### config.mk
export PLATFORM = sky130hd
export DESIGN_NAME = async_mem_ctrl
export DESIGN_NICKNAME = d
export VERILOG_FILES = /design/src/rtl/async_mem_ctrl.sv
export SDC_FILE = /design/constraint.sdc
export NUM_CORES = 1
export LEC_CHECK = 0
export CAP_MARGIN = 20
export CORE_ASPECT_RATIO = 1.5
export CORE_MARGIN = 3
export CORE_UTILIZATION = 52
export DETAILED_ROUTE_END_ITERATION = 10
export PLACE_DENSITY = 0.79
export SYNTH_ARGS = -nofsm -noshare
export SYNTH_HDL_FRONTEND = slang
export SYNTH_SLANG_ARGS = --single-unit
export TNS_END_PERCENT = 30
### constraint.sdc
create_clock -name clk -period 6.3 [get_ports clk]
set_input_delay 1.575 -clock clk [delete_from_list [all_inputs] [get_ports clk]]
set_output_delay 1.575 -clock clk [all_outputs]
set_load 0.03 [all_outputs]
### src/rtl/async_mem_ctrl.sv
module async_mem_ctrl #(
  parameter int ADDR_W = 28,
  parameter int DATA_W = 16,
  parameter int NUM_CS = 4,
  parameter int SET_W  = 4,
  parameter int STB_W  = 6,
  parameter int TA_W   = 3,
  localparam int CS_BITS = $clog2(NUM_CS),
  localparam int LOC_W   = ADDR_W - CS_BITS,
  localparam int CFG_W   = 4 * SET_W + 2 * STB_W + TA_W + 2
) (
  input  logic               clk,
  input  logic               rst_n,
  input  logic               cfg_we,
  input  logic [CS_BITS-1:0] cfg_sel,
  input  logic [CFG_W-1:0]   cfg_data,
  input  logic               req_valid,
  output logic               req_ready,
  input  logic               req_write,
  input  logic [ADDR_W-1:0]  req_addr,
  input  logic [DATA_W-1:0]  req_wdata,
  output logic               rsp_valid,
  output logic [DATA_W-1:0]  rsp_rdata,
  output logic [NUM_CS-1:0]  mem_cs_n,
  output logic               mem_oe_n,
  output logic               mem_we_n,
  output logic [LOC_W-1:0]   mem_addr,
  output logic [DATA_W-1:0]  mem_dout,
  input  logic [DATA_W-1:0]  mem_din,
  input  logic [NUM_CS-1:0]  mem_wait
);

  localparam int RS_LO  = 0;
  localparam int RT_LO  = RS_LO + SET_W;
  localparam int RH_LO  = RT_LO + STB_W;
  localparam int WS_LO  = RH_LO + SET_W;
  localparam int WT_LO  = WS_LO + SET_W;
  localparam int WH_LO  = WT_LO + STB_W;
  localparam int TA_LO  = WH_LO + SET_W;
  localparam int SS_BIT = TA_LO + TA_W;
  localparam int EW_BIT = SS_BIT + 1;
  localparam int CNT_A  = (STB_W > SET_W) ? STB_W : SET_W;
  localparam int CNT_W  = (CNT_A > TA_W) ? CNT_A : TA_W;

  typedef enum logic [2:0] {S_IDLE, S_TURN, S_SETUP, S_STRB, S_HOLD} st_e;

  st_e                st_q;
  logic [CNT_W-1:0]   cnt_q;
  logic [CNT_W-1:0]   lim;
  logic [CS_BITS-1:0] cs_q, prev_cs_q;
  logic               wr_q, prev_wr_q, prev_vld_q, rsp_q;
  logic [LOC_W-1:0]   addr_q;
  logic [DATA_W-1:0]  wdata_q, rdata_q;
  logic [NUM_CS-1:0]  wsync1_q, wsync2_q;
  logic [CFG_W-1:0]   cfg_q [NUM_CS];

  function automatic logic [CNT_W-1:0] len_m1(input logic [CNT_W-1:0] v);
    return (v == '0) ? '0 : v - 1'b1;
  endfunction

  logic [CS_BITS-1:0] req_cs;
  logic [CFG_W-1:0]   cur_cfg;
  logic [TA_W-1:0]    new_ta;
  logic               same_kind, do_turn, wait_hold, in_cycle, cs_on, phase_done;

  assign req_cs     = req_addr[ADDR_W-1 -: CS_BITS];
  assign cur_cfg    = cfg_q[cs_q];
  assign new_ta     = cfg_q[req_cs][TA_LO +: TA_W];
  assign same_kind  = prev_vld_q && (prev_cs_q == req_cs) && (prev_wr_q == req_write);
  assign do_turn    = prev_vld_q && !same_kind && (new_ta != '0);
  assign wait_hold  = cur_cfg[EW_BIT] && wsync2_q[cs_q];
  assign in_cycle   = (st_q == S_SETUP) || (st_q == S_STRB) || (st_q == S_HOLD);
  assign cs_on      = cur_cfg[SS_BIT] ? (st_q == S_STRB) : in_cycle;
  assign phase_done = (cnt_q == lim);

  always_comb begin
    unique case (st_q)
      S_TURN:  lim = CNT_W'(cur_cfg[TA_LO +: TA_W]) - 1'b1;
      S_SETUP: lim = len_m1(wr_q ? CNT_W'(cur_cfg[WS_LO +: SET_W]) : CNT_W'(cur_cfg[RS_LO +: SET_W]));
      S_STRB:  lim = len_m1(wr_q ? CNT_W'(cur_cfg[WT_LO +: STB_W]) : CNT_W'(cur_cfg[RT_LO +: STB_W]));
      S_HOLD:  lim = len_m1(wr_q ? CNT_W'(cur_cfg[WH_LO +: SET_W]) : CNT_W'(cur_cfg[RH_LO +: SET_W]));
      default: lim = '0;
    endcase
  end

  always_ff @(posedge clk or negedge rst_n) begin
    if (!rst_n) begin
      for (int i = 0; i < NUM_CS; i++) cfg_q[i] <= '0;
    end else if (cfg_we) begin
      cfg_q[cfg_sel] <= cfg_data;
    end
  end

  always_ff @(posedge clk or negedge rst_n) begin
    if (!rst_n) begin
      wsync1_q <= '0;
      wsync2_q <= '0;
    end else begin
      wsync1_q <= mem_wait;
      wsync2_q <= wsync1_q;
    end
  end

  always_ff @(posedge clk or negedge rst_n) begin
    if (!rst_n) begin
      st_q       <= S_IDLE;
      cnt_q      <= '0;
      cs_q       <= '0;
      wr_q       <= 1'b0;
      addr_q     <= '0;
      wdata_q    <= '0;
      rdata_q    <= '0;
      rsp_q      <= 1'b0;
      prev_cs_q  <= '0;
      prev_wr_q  <= 1'b0;
      prev_vld_q <= 1'b0;
    end else begin
      rsp_q <= 1'b0;
      unique case (st_q)
        S_IDLE: if (req_valid) begin
          cs_q    <= req_cs;
          wr_q    <= req_write;
          addr_q  <= req_addr[LOC_W-1:0];
          wdata_q <= req_wdata;
          cnt_q   <= '0;
          st_q    <= do_turn ? S_TURN : S_SETUP;
        end
        S_TURN: if (phase_done) begin
          cnt_q <= '0;
          st_q  <= S_SETUP;
        end else cnt_q <= cnt_q + 1'b1;
        S_SETUP: if (phase_done) begin
          cnt_q <= '0;
          st_q  <= S_STRB;
        end else cnt_q <= cnt_q + 1'b1;
        S_STRB: if (!phase_done) cnt_q <= cnt_q + 1'b1;
        else if (!wait_hold) begin
          cnt_q <= '0;
          st_q  <= S_HOLD;
          if (!wr_q) begin
            rdata_q <= mem_din;
            rsp_q   <= 1'b1;
          end
        end
        S_HOLD: if (phase_done) begin
          st_q       <= S_IDLE;
          prev_cs_q  <= cs_q;
          prev_wr_q  <= wr_q;
          prev_vld_q <= 1'b1;
        end else cnt_q <= cnt_q + 1'b1;
        default: st_q <= S_IDLE;
      endcase
    end
  end

  for (genvar k = 0; k < NUM_CS; k++) begin : g_cs
    assign mem_cs_n[k] = !(cs_on && (cs_q == CS_BITS'(k)));
  end

  assign req_ready = (st_q == S_IDLE);
  assign mem_oe_n  = !((st_q == S_STRB) && !wr_q);
  assign mem_we_n  = !((st_q == S_STRB) && wr_q);
  assign mem_addr  = addr_q;
  assign mem_dout  = wdata_q;
  assign rsp_valid = rsp_q;
  assign rsp_rdata = rdata_q;

endmodule

== Word level (Yosys, flattened, before mapping) ==
Cells that the tools add are included.

* Flip-flop bits (word level): 215
* Latch bits: 0
* RAM bits: 0
* ROM bits: 0
* Input port bits: 104
* Output and inout bits: 66
* Logic and storage cells: 122
* Memories kept: 0

* $add $sub $neg: 5
* $mul: 0
* Divide/modulo/power cells: 0
* Magnitude comparators: 5
* Equality and inequality tests: 18
* Shift operators: 0
* Mux-type cells: 37
* Bitwise logic cells: 5
* Reductions and logical operators: 35

{| class="wikitable"
|+ Operator list
! operator !! number
|-
| 33-bit binary-select mux with 2-bit select || 2
|-
| 132-bit bitwise mux || 1
|-
| 33-bit 2-to-1 mux || 3
|-
| 33-bit demux with 2-bit select || 1
|-
| 31-bit 2-to-1 mux || 2
|-
| 6-bit 2-to-1 mux || 9
|-
| 6-bit case mux with 4 select lines || 2
|-
| 6-bit logical NOT || 3
|-
| 3-bit 2-to-1 mux || 6
|-
| 3-bit case mux with 5 select lines || 1
|-
| 2-bit inequality test (second input constant) || 7
|-
| 1-bit logical AND || 12
|-
| 4-bit by 1-bit subtractor with 5-bit output (second input constant) || 2
|-
| 3-bit >= comparator (second input constant) || 3
|-
| 2-bit NOT with 3-bit output || 3
|-
| 1-bit logical NOT || 8
|-
| 4-bit 2-to-1 mux || 2
|-
| 4-bit AND reduction || 2
|-
| 6-bit by 1-bit adder with 6-bit output (second input constant) || 1
|-
| 3-bit by 2-bit equality test with 1-bit output (second input constant) || 2
|-
| 6-bit equality test || 1
|-
| 1-bit 2-to-1 mux || 6
|-
| 6-bit AND reduction || 1
|-
| 6-bit by 1-bit subtractor with 6-bit output (second input constant) || 1
|-
| 20 further kinds || 24
|}

== Longest topological paths before layout ==
Gate-level depths: netlist of run 1.

* Depth in word-level cells: 11
* Depth in mapped cells: 18

== Worst setup path after synthesis of run 1 ==
Ideal clock, no wire load.

* Path kind: reg-to-reg
* From: register cs_q[1]
* To: register rdata_q[10], in the netlist rsp_rdata[10]
* Setup time: 0.125 ns
* Data arrival time: 3.708 ns
* Required time: 6.175 ns
* Path slack: 2.467 ns
* Stages on the path, launching flop included: 19
* Clock period less this slack: 3.833 ns
* Cells stage by stage: dfrtp_1 > buf_6 > buf_6 > buf_6 > buf_4 > nor3_1 > a21oi_1 > o211ai_1 > ha_1 > nand3b_1 > clkinv_1 > a211oi_1 > or4_4 > a222oi_1 > and3_1 > buf_4 > nand3_4 > buf_6 > mux2_4

* Word-level cells in the longest chain between the ends: 10
* Elaborated cells on any way between the ends: 24
* Classes of those cells: add/sub: 4; eq/ne: 1; mux: 12; bitwise: 2; reduce/logical: 5

{| class="wikitable"
|+ Ends and longest elaborated chain
! element !! RTL line !! RTL
|-
| start: declaration || 50 || <nowiki>logic [CS_BITS-1:0] cs_q, prev_cs_q;</nowiki>
|-
| start signal: assignment || 121 || <nowiki>cs_q <= req_cs;</nowiki>
|-
| 2-bit NOT with 3-bit output (implied by the code) || 67 || <nowiki>assign cur_cfg = cfg_q[cs_q];</nowiki>
|-
| 33-bit binary-select mux with 2-bit select || 67 ||
|-
| 33-bit 2-to-1 mux (implied by the code) (2 in a row) || 67 ||
|-
| 6-bit 2-to-1 mux (tied with other cells) || 80 || <nowiki>S_STRB: lim = len_m1(wr_q ? CNT_W'(cur_cfg[WT_LO +: STB_W]) : CNT_W'(cur_cfg[RT_LO +: STB_W]));</nowiki>
|-
| 6-bit by 1-bit subtractor with 6-bit output (tied with other cells) || 58 || <nowiki>return (v == '0) ? '0 : v - 1'b1;</nowiki>
|-
| 6-bit 2-to-1 mux || 58 ||
|-
| 6-bit case mux with 4 select lines || 77 || <nowiki>unique case (st_q)</nowiki>
|-
| 6-bit equality test || 74 || <nowiki>assign phase_done = (cnt_q == lim);</nowiki>
|-
| 4-bit AND reduction (no line) (*) || n/a ||
|-
| end signal: assignment || 141 || <nowiki>rdata_q <= mem_din;</nowiki>
|-
| end: declaration || 53 || <nowiki>logic [DATA_W-1:0] wdata_q, rdata_q;</nowiki>
|}

Every way passes the cells marked *; elsewhere a longest branch is shown, timed or not. The select of a mux whose other input is x is not followed.
A chain may end at the register's enable or synchronous reset.

== Worst setup path in the final report of run 1 ==
* From: register cs_q[1]
* To: register rdata_q[8], in the netlist rsp_rdata[8]

The elaborated chain is that of the path after synthesis.

==> flow_summary.yaml, run 1 <==
outcome:
  run_status: "complete, no violations"
critical_path:
  worst_setup_path_end_kind: "flip-flop"
  r2r-end: "rsp_rdata[8]$_DFFE_PN0P_"
  rrSetupSlack_ns: 1.32
  critPathKind: "flip-flop to flip-flop"
  arrival_ns: 5.36
  r2r-start: "cs_q[1]$_DFFE_PN0P_"
  critPathLaunch: "cs_q[1]$_DFFE_PN0P_"
  crit_fanout: 37
  ff2ff_path_depth: 11
  crit_required_ns: 6.69
  start_kind: "flip-flop"
  endpoint: "rsp_rdata[8]$_DFFE_PN0P_"
yosys:
  synth_warnings: 0
  synth.distinct_cells: 66
  synth_flop_cell: "dfrtp_1"
  synth-seq-cells: 215
  async_flop_share: 1.00
  syn_nets: 828
  yosysSeqAreaShare: 0.543
  synth_edf_count: 0
  syn_area_mm2: 0.00990
  synth_area_per_cell_um2: 13.8
  synth_cells: 720
route:
  vias: 6619
  drtIter0Drc: 374
  post_drt_wl_per_cell_um: 20.8
  remaining_drc_errors: 0
  viasPerCell: 5.77
  drt-total-wl_um: 23900
  first_pass_iters: 6
  route.antenna.remaining_nets: 0
timing:
  tightest_slew_ns: 1.10
  hold_viol_final: 0
  layout_setup_ws_ns: 1.32
  fin_worst_skew_ns: 0.00565
  fmax_mhz: 201
  finalCritPeriodShare: 0.790
  relSlewSlack: 0.268
  final-setup-viol-count: 0
  slew_violations: 0
  setup_tns_ns: 0
  period_needed_ns: 4.98
  rsz0062_at_grt: "false"
clock_network:
  cts_made_buffers: 21
  clk-insertion-delay-late_ns: 0.50
  cts.repair.resized: 0
  htreeDepth: 1
  ctsHoldBuffers: 0
  clockBufferDepth: 3
  clockRootBuffer: "clkbuf_16"
  cts_tree: "done"
  postCtsSetupBuffers: 0
  cts_sinks: 215
  clk_pin_slew_ns: 0.06
power:
  p_seq_frac: 0.349
  p_sw_frac: 0.376
  p_leak_nw: 5.19
  power_density_mw_per_mm2: 484
  intPower_w: 0.00375
  irDropWorstVdd_mv: 0.309
  combPwrFrac: 0.448
  pwr-share-clk: 0.203
  switchingPower_w: 0.00226
grt:
  grt_max_degree: 114
  antenna_found_initial: 0
  grt_pass1_vias: 7224
  global_route.usage.total: 0.230
  grt_pass1_wl_um: 38800
  grt-ovfl-total: 0
place:
  pre_cts_slack_ns: 1.41
  hpwlAfterDp_um: 16800
  dp.cells: 1111
  place.gp.congestion: 0.893
  portBuffers: 169
floorplan:
  die_w_um: 119
  rows: 61
  dieArea_mm2: 0.0208
  core_area_mm2: 0.0186
  io_pins: 170
  initial_core_util: 0.532
  dieHeight_um: 175
layout:
  final_net_count: 990
  drive_gt1_frac: 0.298
  diodes: 0
  fillers: 1400
  area_delta_synth_final_pct: 25.6
  layout.cells.non_filler: 1147
worst_hold_path:
  hold_class: "flip-flop to flip-flop"
flow_run:
  cap_violations: 0
-- synth_stat cells (5+ instances only) --
cell type	n	area [um2]
dfrtp_1	215	5380
or4_1	5	37.5
nor2b_1	8	50.1
clkbuf_1	22	82.6
o211ai_1	7	52.6
inv_1	11	41.3
mux2_4	12	180
nand2b_1	7	43.8
a211oi_1	11	82.6
a21oi_1	15	75.1
mux4_2	11	248
o31ai_1	6	45.0
nand3_1	9	45.0
nand2_1	22	82.6
buf_6	7	78.8
nor3_1	11	55.1
buf_2	5	25.0
o21ai_0	8	40.0
mux2i_1	28	280
mux2_2	192	2160
nor4_1	9	56.3
nor2_1	13	48.8
-- power by group through the flow --
| stage | combinational, W | clock [W] | sequential (W) |
|---|---|---|---|
| 2_1_floorplan | 0.00153 | 0 | 0.00235 |
| 3_3_place_gp | 0.00260 | 0 | 0.00209 |
| 3_5_place_dp | 0.00268 | 0 | 0.00212 |
| 4_1_cts | 0.00270 | 0.00125 | 0.00210 |
| 5_1_grt | 0.00286 | 0.00130 | 0.00216 |
| 6_report | 0.00269 | 0.00122 | 0.00210 |
-- final cells by class --
type / count / area, um2 / area share
multi-input cells: 454 / 4270 / 0.343
clock buffers: 33 / 621 / 0.0499
repair buffers: 177 / 1760 / 0.141
clock inverters: 3 / 47.5 / 0.00382
inverters: 13 / 48.8 / 0.00392
well taps: 252 / 315 / 0.0254
flip-flops and latches: 215 / 5380 / 0.433
-- layer usage --
metal  vias up  part of all wire  track usage  wire length (um)
met5         -                 0            0                 0
met4         0             0.028       0.0710               671
met3        63             0.043       0.0353              1030
met2       177              0.55        0.433             13100
met1      3381              0.38        0.269              9160
li1       2998                 -            -                 -
-- how the worst min path moves through the flow --
stage | start | endpoint | slack [ns] | cells after the start
after floorplan | wsync1_q[0]$_DFF_PN0_ | wsync2_q[0]$_DFF_PN0_ | 0.33 | 0
after global placement | wsync1_q[1]$_DFF_PN0_ | wsync2_q[1]$_DFF_PN0_ | 0.34 | 0
after detailed placement | wsync1_q[2]$_DFF_PN0_ | wsync2_q[2]$_DFF_PN0_ | 0.33 | 0
after CTS | wsync1_q[2]$_DFF_PN0_ | wsync2_q[2]$_DFF_PN0_ | 0.35 | 0
after global routing | wsync1_q[3]$_DFF_PN0_ | wsync2_q[3]$_DFF_PN0_ | 0.35 | 0
final | wsync1_q[2]$_DFF_PN0_ | wsync2_q[2]$_DFF_PN0_ | 0.35 | 0
-- cells by family after synthesis --
group	share of synthesized area
muxes	0.290
DFF	0.543
adders and majority gates	0.00506
buffers and inverters	0.0264
AOI/OAI and AO/OA	0.0669
and+or+nand+nor	0.0639
xor gates and xnor gates	0.00442
-- registers in the layout, indices dropped and copies added, names as in the netlist --
register	cells
cfg_q	132
cnt_q	6
cs_q	2
mem_addr	26
mem_dout	16
prev_cs_q	2
prev_vld_q	1
prev_wr_q	1
rsp_rdata	16
rsp_valid	1
st_q	3
wr_q	1
wsync1_q	4
wsync2_q	4
-- worst max-delay path, stage by stage, from the launching register on --
cell      delay [ns]
dfrtp_2         0.86
buf_4           0.58
mux2_2          0.39
mux4_2          0.50
nand3b_1        0.24
clkinv_1        0.10
a211oi_1        0.10
or4_4           0.50
a222oi_1        0.48
and3_1          0.36
nand3_4         0.29
mux2_4          0.40
-- placed cells by master, fill, tap and decap left out, types with 3 or more instances in the layout --
master,instances
o21ai_0,8
a21oi_1,15
or2_2,3
buf_4,8
ha_1,4
clkdlybuf4s50_1,168
a2bb2oi_1,4
mux2_4,12
nor2_1,13
nor3_1,11
nor4_1,9
nand2b_1,7
or4_1,5
clkbuf_8,6
clkbuf_1,7
a311oi_1,4
o22ai_1,3
nand3_1,9
inv_1,11
nand2_1,22
or3_1,4
nand3b_1,4
xnor2_1,4
o31ai_1,6
nor2b_1,8
and3_1,4
mux4_2,11
dfrtp_1,214
a211oi_1,11
a22oi_1,3
mux2i_1,28
o211ai_1,7
and2_1,3
clkbuf_16,21
a221oi_1,3
mux2_2,192
-- through the flow --
step,area [um2],hold WS [ns],util,total power (W)
after floorplan,9900,0.331,-,0.00389
after global placement,11800,0.337,0.632,0.00469
after detailed placement,11800,0.335,0.632,0.00481
after CTS,12400,0.346,0.668,0.00604
after global routing,12400,0.354,0.668,0.00632
final,12400,0.345,0.668,0.00602
(Power assumes the default switching activity.)
==> run 2, diff against run 1 <==
- CORE_UTILIZATION: 52 -> 48
- PLACE_DENSITY: 0.79 -> 0.76
- clock period: 6.3 -> 4.15 ns (I/O delays scaled with it)
==> run 2 against run 1 <==
Wire length shrank 4.5%. Die area grew 8.0%. First-iteration DRC count shrank 2.1%. Critical path depth shrank 5. Hold slack gained 0.0035 ns. Worst setup slack lost 1.2 ns. Combinational power grew 61%. Clock skew grew 0.0021 ns. Design area grew 2.4%. Via count is essentially flat. Sequential power grew 46%.
==> flow_summary.yaml, run 2 (same netlist as run 1, synthesis figures left out) <==
outcome:
  run_status: "complete, no violations"
floorplan:
  io_pins: 170
  die_w_um: 123
  dieHeight_um: 182
  core_area_mm2: 0.0200
  rows: 63
  initial_core_util: 0.495
  dieArea_mm2: 0.0224
grt:
  grt_pass1_vias: 7178
  grtUsageMet3: 0.0346
  grt_util_met2: 0.370
  grt-ovfl-total: 0
  busiest_layer: "met2"
  grt_max_degree: 109
  grt_pass1_wl_um: 37200
  global_route.usage.total: 0.208
  gr-usage-met1: 0.257
  antenna_found_initial: 0
layout:
  final_net_count: 1012
  design_area_mm2: 0.0127
  fillers: 1565
  top_register: "cfg_q"
  largest_register_ffs: 132
  drive_gt1_frac: 0.323
  area_delta_synth_final_pct: 28.6
  diodes: 0
  mostFrequentLayoutCells: "214 x dfrtp_1, 192 x mux2_2, 168 x clkdlybuf4s50_1"
  layout_commonest_cell: "dfrtp_1"
power:
  p_leak_nw: 5.35
  pwr-share-clk: 0.212
  power_density_mw_per_mm2: 736
  p_total_w: 0.00937
  p_seq_frac: 0.327
  intPower_w: 0.00595
  switchingPower_w: 0.00342
  irDropWorstVdd_mv: 0.594
  p_sw_frac: 0.365
  combPwrFrac: 0.461
place:
  portBuffers: 169
  place.gp.congestion: 0.916
  hpwlAfterDp_um: 15900
  post_dp_cell_area_mm2: 0.0120
critical_path:
  crit_required_ns: 3.11
  r2r-start: "wr_q$_DFFE_PN0P_"
  r2r-end: "rsp_rdata[11]$_DFFE_PN0P_"
  rrSetupSlack_ns: 0.21
  arrival_ns: 2.98
  start_kind: "flip-flop"
  endpoint: "mem_cs_n[1]"
  critPathKind: "flip-flop to output port"
  critPathLaunch: "cs_q[0]$_DFFE_PN0P_"
  worst_setup_path_end_kind: "output port"
  crit_fanout: 34
  ff2ff_path_depth: 15
route:
  drtIter0Drc: 366
  vias: 6621
  first_pass_iters: 4
  route.antenna.remaining_nets: 0
  remaining_drc_errors: 0
  post_drt_wl_per_cell_um: 19.4
  viasPerCell: 5.62
  drt-total-wl_um: 22800
clock_network:
  htreeDepth: 1
  clk_pin_slew_ns: 0.06
  cts_sinks: 215
  clk-insertion-delay-late_ns: 0.50
  clockRootBuffer: "clkbuf_16"
  cts_made_buffers: 22
  cts_tree: "done"
  clockBufferDepth: 3
timing:
  hold_viol_final: 0
  slew_violations: 0
  fin_worst_skew_ns: 0.00773
  final-setup-viol-count: 0
  tightest_slew_ns: 0.895
  period_needed_ns: 4.01
  relSlewSlack: 0.403
  fmax_mhz: 249
  finalCritPeriodShare: 0.967
  setup_tns_ns: 0
worst_hold_path:
  hold_class: "flip-flop to flip-flop"
flow_run:
  cap_violations: 0
-- run 2: cell types whose count changed in the layout (fill, tap and decap cells not counted), moves of 2 or more --
cell and change:
buf_12 +5, buf_4 +16, clkbuf_1 -4, clkbuf_16 +2, clkinv_2 +3, clkinvlp_4 +2
-- run 2: what timing repair did --
item                                    4_1_cts  5_1_grt
setup buffers                                 0        2
hold buffers                                  0        0
resized for setup                             0        1
endpoints found under the hold margin         0        0
endpoints found under the setup margin        0       23
-- run 2: critical path: stages, from the launching register on --
cell and delay [ns]:
dfrtp_1 0.37, buf_12 0.22, mux4_2 0.55, o21ai_0 0.42
nor2b_1 0.23, nand2_1 0.07, clkdlybuf4s50_1 0.62
-- run 2: routing by layer --
| layer | vias up | wire [um] |
|---|---|---|
| li1 | 3049 | - |
| met1 | 3363 | 9100 |
| met2 | 157 | 12100 |
| met3 | 52 | 1000 |
| met4 | 0 | 594 |
| met5 | - | 0 |
-- run 2: area by class of cell --
cell class              instances  area [um2]  share of cell area
flip-flops and latches        215        5380               0.423
well taps                     260         325              0.0255
multi-input cells             454        4270               0.335
clock buffers                  31         656              0.0515
clock inverters                 8        77.6             0.00609
repair buffers                198        1980               0.155
inverters                      13        48.8             0.00383
-- run 2: worst min-delay path by stage --
stage	slack [ns]	startpoint	cells past startpoint	endpoint
6_report	0.35	wsync1_q[2]$_DFF_PN0_	0	wsync2_q[2]$_DFF_PN0_
5_1_grt	0.35	wsync1_q[2]$_DFF_PN0_	0	wsync2_q[2]$_DFF_PN0_
4_1_cts	0.35	wsync1_q[2]$_DFF_PN0_	0	wsync2_q[2]$_DFF_PN0_
3_5_place_dp	0.34	wsync1_q[2]$_DFF_PN0_	0	wsync2_q[2]$_DFF_PN0_
3_3_place_gp	0.34	wsync1_q[2]$_DFF_PN0_	0	wsync2_q[2]$_DFF_PN0_
2_1_floorplan	0.33	wsync1_q[0]$_DFF_PN0_	0	wsync2_q[0]$_DFF_PN0_
-- run 2: power groups by stage --
stage	clock network, W	logic, W	registers (W)
CTS	0.00203	0.00431	0.00307
floorplan	0	0.00233	0.00357
detailed placement	0	0.00429	0.00309
global placement	0	0.00423	0.00307
finish	0.00198	0.00432	0.00307
global route	0.00213	0.00465	0.00315
-- run 2: metrics by stage --
step | instances | utilization | hold slack [ns] | setup WS [ns]
after floorplan | 720 | - | 0.331 | 0.317
after global placement | 1138 | 0.598 | 0.336 | 0.235
after detailed placement | 1138 | 0.598 | 0.337 | 0.120
after CTS | 1177 | 0.635 | 0.352 | 0.0632
after global routing | 1179 | 0.636 | 0.354 | -0.0294
final | 1179 | 0.636 | 0.349 | 0.135
